$ cat config.mk
export PLATFORM = sky130hd
export DESIGN_NAME = pgwalk_coarse
export DESIGN_NICKNAME = d
export VERILOG_FILES = /design/src/rtl/pgwalk_pkg.sv /design/src/rtl/pgwalk_desc_chk.sv /design/src/rtl/pgwalk_addr_gen.sv /design/src/rtl/pgwalk_ctrl.sv /design/src/rtl/pgwalk_coarse.sv
export SDC_FILE = /design/constraint.sdc
export NUM_CORES = 1
export LEC_CHECK = 0
export ABC_AREA = 1
export ABC_CLOCK_PERIOD_IN_PS = 1700
export BUFFER_PORTS_ARGS = -buffer_cell sky130_fd_sc_hd__buf_4
export CORE_ASPECT_RATIO = 1.2
export CORE_MARGIN = 2
export CORE_UTILIZATION = 45
export CTS_BUF_LIST = sky130_fd_sc_hd__clkbuf_2
export DETAILED_ROUTE_END_ITERATION = 10
export PLACE_DENSITY = 0.7
export SLEW_MARGIN = 25
export SYNTH_ARGS = -nofsm -noshare
export SYNTH_HDL_FRONTEND = slang
export SYNTH_HIERARCHICAL = 1
export SYNTH_SLANG_ARGS = --single-unit
$ cat constraint.sdc
create_clock -name clk -period 1.7 [get_ports clk]
set_clock_uncertainty 0.1 [all_clocks]
set_input_delay 0.17 -clock clk [delete_from_list [all_inputs] [get_ports clk]]
set_output_delay 0.17 -clock clk [all_outputs]
set_load 0.1 [all_outputs]
$ cat src/rtl/pgwalk_pkg.sv
package pgwalk_pkg;
  localparam int VA_W     = 32;
  localparam int L1_IDX_W = 12;
  localparam int L2_IDX_W = 8;
  localparam int OFF_W    = 12;
  localparam int ENT_SH   = 2;
  localparam int TTB_LSB  = L1_IDX_W + ENT_SH;   // 16 KB aligned first table
  localparam int L2B_LSB  = L2_IDX_W + ENT_SH;   // 1 KB aligned coarse table
  localparam int DOM_W    = 4;
  localparam int DOM_LSB  = 5;

  typedef enum logic [1:0] {ST_IDLE, ST_L1, ST_L2, ST_FIN} walk_st_e;

  typedef struct packed {
    logic [VA_W-1:0]  pa;
    logic [DOM_W-1:0] dom;
    logic             wb;
    logic             wt;
    logic             fault;
    logic             lvl;
  } walk_res_t;

  function automatic logic [VA_W-1:0] l1_entry_addr(input logic [VA_W-1:0] ttb,
                                                    input logic [VA_W-1:0] va);
    return {ttb[VA_W-1:TTB_LSB], va[VA_W-1:VA_W-L1_IDX_W], {ENT_SH{1'b0}}};
  endfunction

  function automatic logic [VA_W-1:0] l2_entry_addr(input logic [VA_W-1:0] e1,
                                                    input logic [VA_W-1:0] va);
    return {e1[VA_W-1:L2B_LSB], va[OFF_W+L2_IDX_W-1:OFF_W], {ENT_SH{1'b0}}};
  endfunction

  function automatic logic [VA_W-1:0] phys_addr(input logic [VA_W-1:0] e2,
                                                input logic [VA_W-1:0] va);
    return {e2[VA_W-1:OFF_W], va[OFF_W-1:0]};
  endfunction

  function automatic walk_res_t fault_res(input logic lvl);
    walk_res_t r;
    r       = '0;
    r.fault = 1'b1;
    r.lvl   = lvl;
    return r;
  endfunction
endpackage

$ cat src/rtl/pgwalk_desc_chk.sv
module pgwalk_desc_chk #(
  parameter bit SECOND = 1'b0,
  parameter bit STRICT = 1'b1
) (
  input  logic [31:0] desc,
  output logic        ok
);
  logic type_ok;
  logic fixed_ok;

  generate
    if (SECOND) begin : g_l2
      assign type_ok = (desc[1:0] == 2'b11);
      if (STRICT) begin : g_strict
        assign fixed_ok = (desc[4:2] == 3'b100) && (desc[11:9] == 3'b000);
      end else begin : g_loose
        assign fixed_ok = 1'b1;
      end
    end else begin : g_l1
      assign type_ok = (desc[1:0] == 2'b01);
      if (STRICT) begin : g_strict
        assign fixed_ok = desc[4] && !desc[9];
      end else begin : g_loose
        assign fixed_ok = 1'b1;
      end
    end
  endgenerate

  assign ok = type_ok && fixed_ok;
endmodule

$ cat src/rtl/pgwalk_addr_gen.sv
module pgwalk_addr_gen
  import pgwalk_pkg::*;
(
  input  logic            sel_l2,
  input  logic [VA_W-1:0] ttb,
  input  logic [VA_W-1:0] va,
  input  logic [VA_W-1:0] e1,
  output logic [VA_W-1:0] addr
);
  logic [VA_W-1:0] a1;
  logic [VA_W-1:0] a2;

  assign a1   = l1_entry_addr(ttb, va);
  assign a2   = l2_entry_addr(e1, va);
  assign addr = sel_l2 ? a2 : a1;
endmodule

$ cat src/rtl/pgwalk_ctrl.sv
module pgwalk_ctrl
  import pgwalk_pkg::*;
(
  input  logic     clk,
  input  logic     rst_n,
  input  logic     start,
  input  logic     mem_rvalid,
  input  logic     l1_ok,
  input  logic     l2_ok,
  output walk_st_e state,
  output logic     evt_accept,
  output logic     evt_l1_take,
  output logic     evt_l2_take,
  output logic     evt_l1_bad,
  output logic     evt_l2_bad
);
  walk_st_e nxt;

  assign evt_accept  = (state == ST_IDLE) && start;
  assign evt_l1_take = (state == ST_L1) && mem_rvalid;
  assign evt_l2_take = (state == ST_L2) && mem_rvalid;
  assign evt_l1_bad  = evt_l1_take && !l1_ok;
  assign evt_l2_bad  = evt_l2_take && !l2_ok;

  always_comb begin
    nxt = state;
    unique case (state)
      ST_IDLE: if (start) nxt = ST_L1;
      ST_L1:   if (mem_rvalid) nxt = l1_ok ? ST_L2 : ST_FIN;
      ST_L2:   if (mem_rvalid) nxt = ST_FIN;
      ST_FIN:  nxt = ST_IDLE;
      default: nxt = ST_IDLE;
    endcase
  end

  always_ff @(posedge clk or negedge rst_n) begin
    if (!rst_n) state <= ST_IDLE;
    else        state <= nxt;
  end
endmodule

$ cat src/rtl/pgwalk_coarse.sv
module pgwalk_coarse
  import pgwalk_pkg::*;
#(
  parameter bit STRICT_FIXED = 1'b1
) (
  input  logic        clk,
  input  logic        rst_n,
  input  logic        start,
  input  logic [31:0] vaddr,
  input  logic [31:0] ttbr,
  output logic        busy,
  output logic        done,
  output logic        fault,
  output logic        fault_lvl,
  output logic [31:0] pa,
  output logic [3:0]  domain,
  output logic        cache_wb,
  output logic        cache_wt,
  output logic        mem_req,
  output logic [31:0] mem_addr,
  input  logic        mem_rvalid,
  input  logic [31:0] mem_rdata
);
  walk_st_e        state;
  logic            evt_accept, evt_l1_take, evt_l2_take, evt_l1_bad, evt_l2_bad;
  logic            l1_ok, l2_ok;
  logic [VA_W-1:0] va_q, ttb_q, e1_q;
  walk_res_t       res_q;

  pgwalk_desc_chk #(.SECOND(1'b0), .STRICT(STRICT_FIXED)) u_chk_l1 (
    .desc(mem_rdata), .ok(l1_ok));
  pgwalk_desc_chk #(.SECOND(1'b1), .STRICT(STRICT_FIXED)) u_chk_l2 (
    .desc(mem_rdata), .ok(l2_ok));

  pgwalk_ctrl u_ctrl (
    .clk(clk), .rst_n(rst_n), .start(start), .mem_rvalid(mem_rvalid),
    .l1_ok(l1_ok), .l2_ok(l2_ok), .state(state),
    .evt_accept(evt_accept), .evt_l1_take(evt_l1_take), .evt_l2_take(evt_l2_take),
    .evt_l1_bad(evt_l1_bad), .evt_l2_bad(evt_l2_bad));

  pgwalk_addr_gen u_addr (
    .sel_l2(state == ST_L2), .ttb(ttb_q), .va(va_q), .e1(e1_q), .addr(mem_addr));

  always_ff @(posedge clk or negedge rst_n) begin
    if (!rst_n) begin
      va_q  <= '0;
      ttb_q <= '0;
      e1_q  <= '0;
    end else begin
      if (evt_accept) begin
        va_q  <= vaddr;
        ttb_q <= ttbr;
      end
      if (evt_l1_take) e1_q <= mem_rdata;
    end
  end

  always_ff @(posedge clk or negedge rst_n) begin
    if (!rst_n) begin
      res_q <= '0;
    end else if (evt_l1_bad) begin
      res_q <= fault_res(1'b0);
    end else if (evt_l2_bad) begin
      res_q <= fault_res(1'b1);
    end else if (evt_l2_take) begin
      res_q.pa    <= phys_addr(mem_rdata, va_q);
      res_q.dom   <= e1_q[DOM_LSB+DOM_W-1:DOM_LSB];
      res_q.wb    <= e1_q[2];
      res_q.wt    <= e1_q[3];
      res_q.fault <= 1'b0;
      res_q.lvl   <= 1'b0;
    end
  end

  assign mem_req   = (state == ST_L1) || (state == ST_L2);
  assign busy      = mem_req;
  assign done      = (state == ST_FIN);
  assign fault     = res_q.fault;
  assign fault_lvl = res_q.lvl;
  assign pa        = res_q.pa;
  assign domain    = res_q.dom;
  assign cache_wb  = res_q.wb;
  assign cache_wt  = res_q.wt;
endmodule

# [Yosys cells after proc, flatten, opt, wreduce, memory -nomap -nowiden]
# Cells that the tools add are included.
# Widths: inputs -> output; s select.
[classes] n_eq_ne=9 mux=9 reduce_logical=17
[ops] op="$mux 40" count=3
[ops] op="$mux 32" count=1
[ops] op="$logic_and 1x1->1" count=9
[ops] op="$pmux 2 s4" count=1
[ops] op="$eq 2x2->1 const B" count=3
[ops] op="$mux 2" count=3
[ops] op="$ne 2x2->1 const B" count=3
[ops] op="$eq 2x1->1 const B" count=2
[ops] op="$eq 3x3->1 const B" count=1
[ops] op="$logic_not 1->1" count=3
[ops] op="$logic_not 3->1" count=1
[ops] op="$reduce_and 3->1" count=1
[ops] op="$reduce_bool 3->1" count=1
[ops] op="$logic_not 2->1" count=1
[ops] op="$logic_or 1x1->1" count=1
[ops] op="$mux 1" count=1
[totals] reg_bits=138 input_bits=100 output_inout_bits=75 word_cells=45

# [Depth between registers and ports, before layout]
# Gate-level depths: netlist of the first run.
[logic_depth] depth_word=7 depth_mapped=10 ltp_nobuf=8

# [Modules after synthesis]
# The synthesis of the first run kept the hierarchy.
[modules_own_cells] module="pgwalk_coarse" n_inst=1 cells_each=659 area_per_inst_um2=5644.2 seq_area_each_um2=3403.3
[modules_own_cells] module="pgwalk_addr_gen" n_inst=1 cells_each=100 area_per_inst_um2=390.4 seq_area_each_um2=0.0
[modules_own_cells] module="pgwalk_ctrl" n_inst=1 cells_each=35 area_per_inst_um2=224.0 seq_area_each_um2=50.0
[modules_own_cells] module="pgwalk_desc_chk (u_chk_l2)" n_inst=1 cells_each=9 area_per_inst_um2=38.8 seq_area_each_um2=0.0
[modules_own_cells] module="pgwalk_desc_chk (u_chk_l1)" n_inst=1 cells_each=5 area_per_inst_um2=21.3 seq_area_each_um2=0.0

# [Least setup slack after synthesis of the first run]
# OpenSTA, ideal clock, no wires.
[synth_path] kind="register to output" startpoint="reg u_ctrl.state[0]" endpoint="out mem_req" t_arrival_ns=1.754 required_time_ns=1.430 setup_slack_ns=-0.324 path_stages_with_launch=5 path_buffers=1 cell_sequence="dfrtp_1 inv_1 ha_1 inv_1 buf_4"
[synth_via] elab_chain_cells=2
[synth_rtl] item="from (decl)" line="pgwalk_ctrl.sv:10" source="output walk_st_e state,"
[synth_rtl] item="from (signal assigned)" line="pgwalk_ctrl.sv:38" source="else state <= nxt;"
[synth_rtl] item="$eq 2x1->1 or $eq 2x2->1 (tied branches)" line="pgwalk_coarse.sv:75" source="assign mem_req = (state == ST_L1) || (state == ST_L2);"
[synth_rtl] item="$logic_or 1x1->1 *" line="pgwalk_coarse.sv:75"
[synth_rtl] item="to (decl)" line="pgwalk_coarse.sv:19" source="output logic mem_req,"
# Mark *: on every way between the ends. The rest lies on a longest branch, timed or not.

# [Final worst setup path of the first run]
[layout_path] startpoint="reg u_ctrl.state[0]" endpoint="out mem_addr[7]"
[layout_via] elab_chain_cells=2
[layout_rtl] item="$eq 2x2->1" line="pgwalk_coarse.sv:42" source=".sel_l2(state == ST_L2), .ttb(ttb_q), .va(va_q), .e1(e1_q), .addr(mem_addr));"
[layout_rtl] item="$mux 32" line="pgwalk_addr_gen.sv:15" source="assign addr = sel_l2 ? a2 : a1;"
[layout_rtl] item="to (decl)" line="pgwalk_coarse.sv:20" source="output logic [31:0] mem_addr,"
# No other way between the ends.

==> run metrics, run 1 <==
Rows 44; gr ovfl total 0; CTS Sinks 120; status complete, but fails checks; Initial Utilization 0.4634; worst min-delay path class input port to register; HPWL Detailed 9420 um; commonest cells after routing, fill and taps aside nand2_1, buf_4, inv_1, dfrtp_1, dlygate4sd3_1; Finished Layout Cells 1212; fin crit period 2261 ps; pins over their slew limit 0; Ys Warns 6; initial DRC count 501; DRC violations left 0; Die Span Y 126.6 um; CTS tree done; largest net degree at the start of global routing 49; CP arrival 1990 ps; period utilization 1.330; ANT nets after route 0; Final WS setup -561.4 ps; clock buffer depth 2; clk slew on worst S/H paths 210 ps; RSZ-0062 raised after global routing yes; die area 0.01344 mm^2; Die Width 106.2 um; port bufs 158; GPL Wtd Cong 0.8148; maximum clock rate 0.4422 GHz; CTS root buf clkbuf_2; area delta synth->final 79.85%; clock latency on the worst-skew pair 670 ps; Worst Path Class, Setup register to output pin; Rel. slew slack 0.5168; placed instance count 1033; routed len/inst 18.44 um; WP data required 1430 ps; initial antenna violation count 1; gr usage total 0.2923; Hold Fails Final Rpt 0; crit start category register; layout cells sized above 1 0.3743; htree depth 4; Setup-failing EPs final 153; drt first pass iters 6; fillcell total 670; number of global-route vias before repair 6075; vias 6032; measured slew at the worst slew-check pin 722.5 ps; Worst setup EP type output pin; Avg Cell Area, Syn 7.671 um^2; CTS buffer count 17; nets 1145; failing checks setup timing; pre-CTS setup slack -5.638 ps; post-synthesis cell area 0.005638 mm^2; commonest non-fill, non-tap cell in the layout nand2_1; Max-Cap Viols 0; Post-Route WL 22350 um; Vias/cell 4.977; Post-Synthesis Cells 735; Core Area 0.01217 mm^2; Ports 175; worst-path fanout max 11; first-pass GRT wire length 30220 um
## worst max-delay path, cell delays in order, from the launching register on
cell	delay, ps
dfrtp_1	450
inv_2	80
ha_4	210
buf_6	180
nand2_1	100
nand2_2	110
buf_12	180
## final timing paths
check	cells after the start	slack, ps	startpoint	to
min in group asynchronous	3	530	rst_n	pa[24]
worst max register to register	13	-290	u_ctrl/state[1]	pa[28]
worst min-delay path	4	160	vaddr[25]	va_q[25]
max in group asynchronous	4	450	rst_n	e1_q[6]
worst max-delay path	6	-560	u_ctrl/state[0]	mem_addr[7]
worst min register to register	2	420	fault	fault
## sequential cells by signal (all words and copies together) (netlist names)
signal        flops
fault_lvl         1
ttb_q            18
cache_wb          1
domain            4
cache_wt          1
pa               32
e1_q             28
u_ctrl/state      2
va_q             32
fault             1
## timing repair
action | 4_1_cts | 5_1_grt
hold buffers | 88 | 0
hold endpoints to repair | 221 | 0
pin swaps | 1 | 15
setup buffers | 20 | 12
endpoints found under the setup margin | 58 | 182
gates cloned | 13 | 19
gates resized for setup | 162 | 127
## area by class of cell
cell class / count / area, um^2 / area share
Timing Repair Buffer: 323 / 3882 / 0.3829
Sequential cell: 120 / 3003 / 0.2962
Multi-Input combinational cell: 441 / 2262 / 0.2231
Inverter: 134 / 556.8 / 0.05491
Tap cell: 161 / 201.4 / 0.01987
Clock inverter: 11 / 108.9 / 0.01074
Clock buffer: 19 / 95.09 / 0.009378
Timing Repair inverter: 2 / 27.53 / 0.002715
Antenna cell: 1 / 2.502 / 0.0002468
## per-layer routing
layer,vias to the layer above,track usage,share of wire
met2,312,0.5211,0.54
met1,2864,0.3220,0.36
met5,-,0,0
met4,0,0.1393,0.044
met3,87,0.07657,0.060
li1,2769,-,-
## stage by stage
| step | instance area (um^2) | util | setup TNS, ps | hold WS, ps |
|---|---|---|---|---|
| 5_1_grt | 10140 | 0.8334 | -48520 | 112.1 |
| 4_1_cts | 9388 | 0.7716 | -20470 | 93.64 |
| 2_1_floorplan | 5720 | - | -156.9 | -225.6 |
| 3_5_place_dp | 7147 | 0.5874 | -5.638 | -34.17 |
| 3_3_place_gp | 7147 | 0.5874 | 0 | -36.28 |
| 6_report | 10140 | 0.8334 | -38790 | 155.9 |
Power of run 1 is left out: the tool's default activity adds up to more than one toggle a clock period on the data nets, which glitch-free logic cannot reach.
==> inputs of run 2 (changes only) <==
Settings changed: ABC_CLOCK_PERIOD_IN_PS 1700 to 2700, SETUP_SLACK_MARGIN set to 0.05.
Clock period 1.7 ns to 2.7 ns, I/O delays scaled along.
==> run 2 against run 1 <==
The run now ends clean; non-clock buffer count is 69 lower; worst setup slack better by 680 ps; flip-flop and latch count stayed put; highest routed layer unchanged.
==> run metrics, run 2 (synthesized netlist as in run 1, its figures left out) <==
status complete, no violations; period utilization 0.9550; RSZ-0062 raised after global routing no; CP Depth 11 (+5); pre-CTS setup slack 654.1 ps (+659.7 ps); pins over their slew limit 0 (unchanged); nets 1075 (-6.1%); Setup-failing EPs final 0 (-100%); Initial Utilization 0.4634 (unchanged); Worst setup EP type register; die area 0.01344 mm^2 (unchanged); R2R depth 8 (-5); commonest cells after routing, fill and taps aside nand2_1, buf_4, inv_1, dfrtp_1, dlygate4sd3_1; initial antenna violation count 1 (unchanged); critical path's most frequent cell dlygate4sd3_1; Max-Cap Viols 0 (unchanged); number of global-route vias before repair 4975 (-18%); Post-Route WL 14640 um (-34%); Rel. slew slack 0.5755 (+0.05871); DRC violations left 0 (unchanged); worst min-delay path class input port to async pin; measured slew at the worst slew-check pin 636.8 ps (-85.67 ps); Fin Setup TNS 0 ps (+38790 ps); Buffers & Inverters on Critical Path 5 (+2); Ports 175 (unchanged); CTS buffer count 17 (unchanged); clock latency on the worst-skew pair 650 ps (-20 ps); Top Registers pa (32), va_q (32), e1_q (28); fin crit period 2578 ps; slowest library cell on the worst path dlygate4sd3_1; gr ovfl total 0 (unchanged); largest net degree at the start of global routing 121 (+150%); gr usage total 0.2215 (-0.07072); crit path capture pa[8]; crit start category input port; Hold Worst Slack 135.5 ps (-20.43 ps); R2R Setup Slk 310 ps (+600 ps); CP peak stage delay 570 ps (+120 ps); capture point of the worst reg-to-reg path e1_q[11]; CTS Sinks 120 (unchanged); Hold Fails Final Rpt 0 (unchanged); HPWL Detailed 8228 um (-13%); post-route core utilization 0.6717 (-0.1617); commonest non-fill, non-tap cell in the layout nand2_1; maximum clock rate 0.3878 GHz; critical path cell sequence dlygate4sd3_1, buf_4, nand2_1, dlygate4sd3_1, nor2_2, dlygate4sd3_1, nor2_1, nor2_4, buf_4, nand2_1, nor2_1; area delta synth->final 44.96%; GPL Wtd Cong 0.7711 (-5.4%); CTS tree done; layout cells sized above 1 0.2304 (-0.1439); drt first pass iters 4 (-2); Final WS setup 121.5 ps (+683.0 ps); initial DRC count 287 (-43%); CP arrival 3050 ps (+1060 ps); routed len/inst 12.81 um (-31%); clock buffer depth 2 (unchanged); first-pass GRT wire length 23540 um (-22%); Core Area 0.01217 mm^2 (unchanged); CTS root buf clkbuf_2; CP Launch Point mem_rdata[0]; worst-path fanout max 39 (+28); Vias/cell 4.443 (-11%); port bufs 158 (unchanged); worst r2r src u_ctrl/state[0]; Worst Path Class, Setup input port to register; vias 5078 (-16%); ANT nets after route 0 (unchanged); htree depth 4 (unchanged); Die Span Y 126.6 um (unchanged); Rows 44 (unchanged); WP data required 3170 ps (+1740 ps); Crit path max-delay family buffers and inverters; clk slew on worst S/H paths 190 ps (-20 ps); Die Width 106.2 um (unchanged)
run 2: worst min-delay path by stage:
| stage | depth (start not counted) | slack (ps) | start | end |
|---|---|---|---|---|
| after floorplan | 0 | -130 | rst_n | cache_wb |
| after global placement | 2 | 320 | rst_n | e1_q[6] |
| after detailed placement | 2 | 320 | rst_n | e1_q[6] |
| after CTS | 3 | 80 | rst_n | e1_q[6] |
| after global routing | 3 | 120 | rst_n | e1_q[5] |
| final | 3 | 140 | rst_n | e1_q[6] |
run 2: layout make-up:
| class | instances | area (um^2) |
|---|---|---|
| diodes | 1 | 2.502 |
| clock buffers | 18 | 90.09 |
| clock inverters | 13 | 155.1 |
| fillers | 1034 | 3994 |
| inverters | 134 | 529.3 |
| multi-input cells | 441 | 1894 |
| flip-flops and latches | 120 | 3005 |
| well taps | 161 | 201.4 |
| repair buffers | 254 | 2286 |
| repair inverters | 1 | 8.758 |
run 2: worst register-to-register path: stages (launching register included):
cell           delay [ps]
dfrtp_2               480
buf_4                 150
ha_1                  220
nand2_1               110
inv_2                  70
nand2_1                50
dlygate4sd3_1         530
o21ai_0                70
dlygate4sd3_1         550
run 2: per-stage QoR:
stage	area, um^2	std cells
detailed placement	6865	1021
finish	8173	1143
CTS	8090	1140
global route	8173	1143
floorplan	5642	736
global placement	6865	1021
run 2: what timing repair did:
item | in CTS | in global routing
gates resized for setup | 27 | 14
hold endpoints to repair | 221 | 0
endpoints found under the setup margin | 30 | 31
cloned | 0 | 1
setup buffers | 0 | 1
hold buffers | 88 | 0
run 2: layer usage:
layer | GRT usage | vias up | routed length [um]
met5 | 0 | - | 0
met1 | 0.2772 | 2318 | 6231
met4 | 0.07121 | 0 | 231
met2 | 0.3733 | 143 | 7413
li1 | - | 2602 | -
met3 | 0.06012 | 15 | 762
Power of run 2 is left out for the same reason.
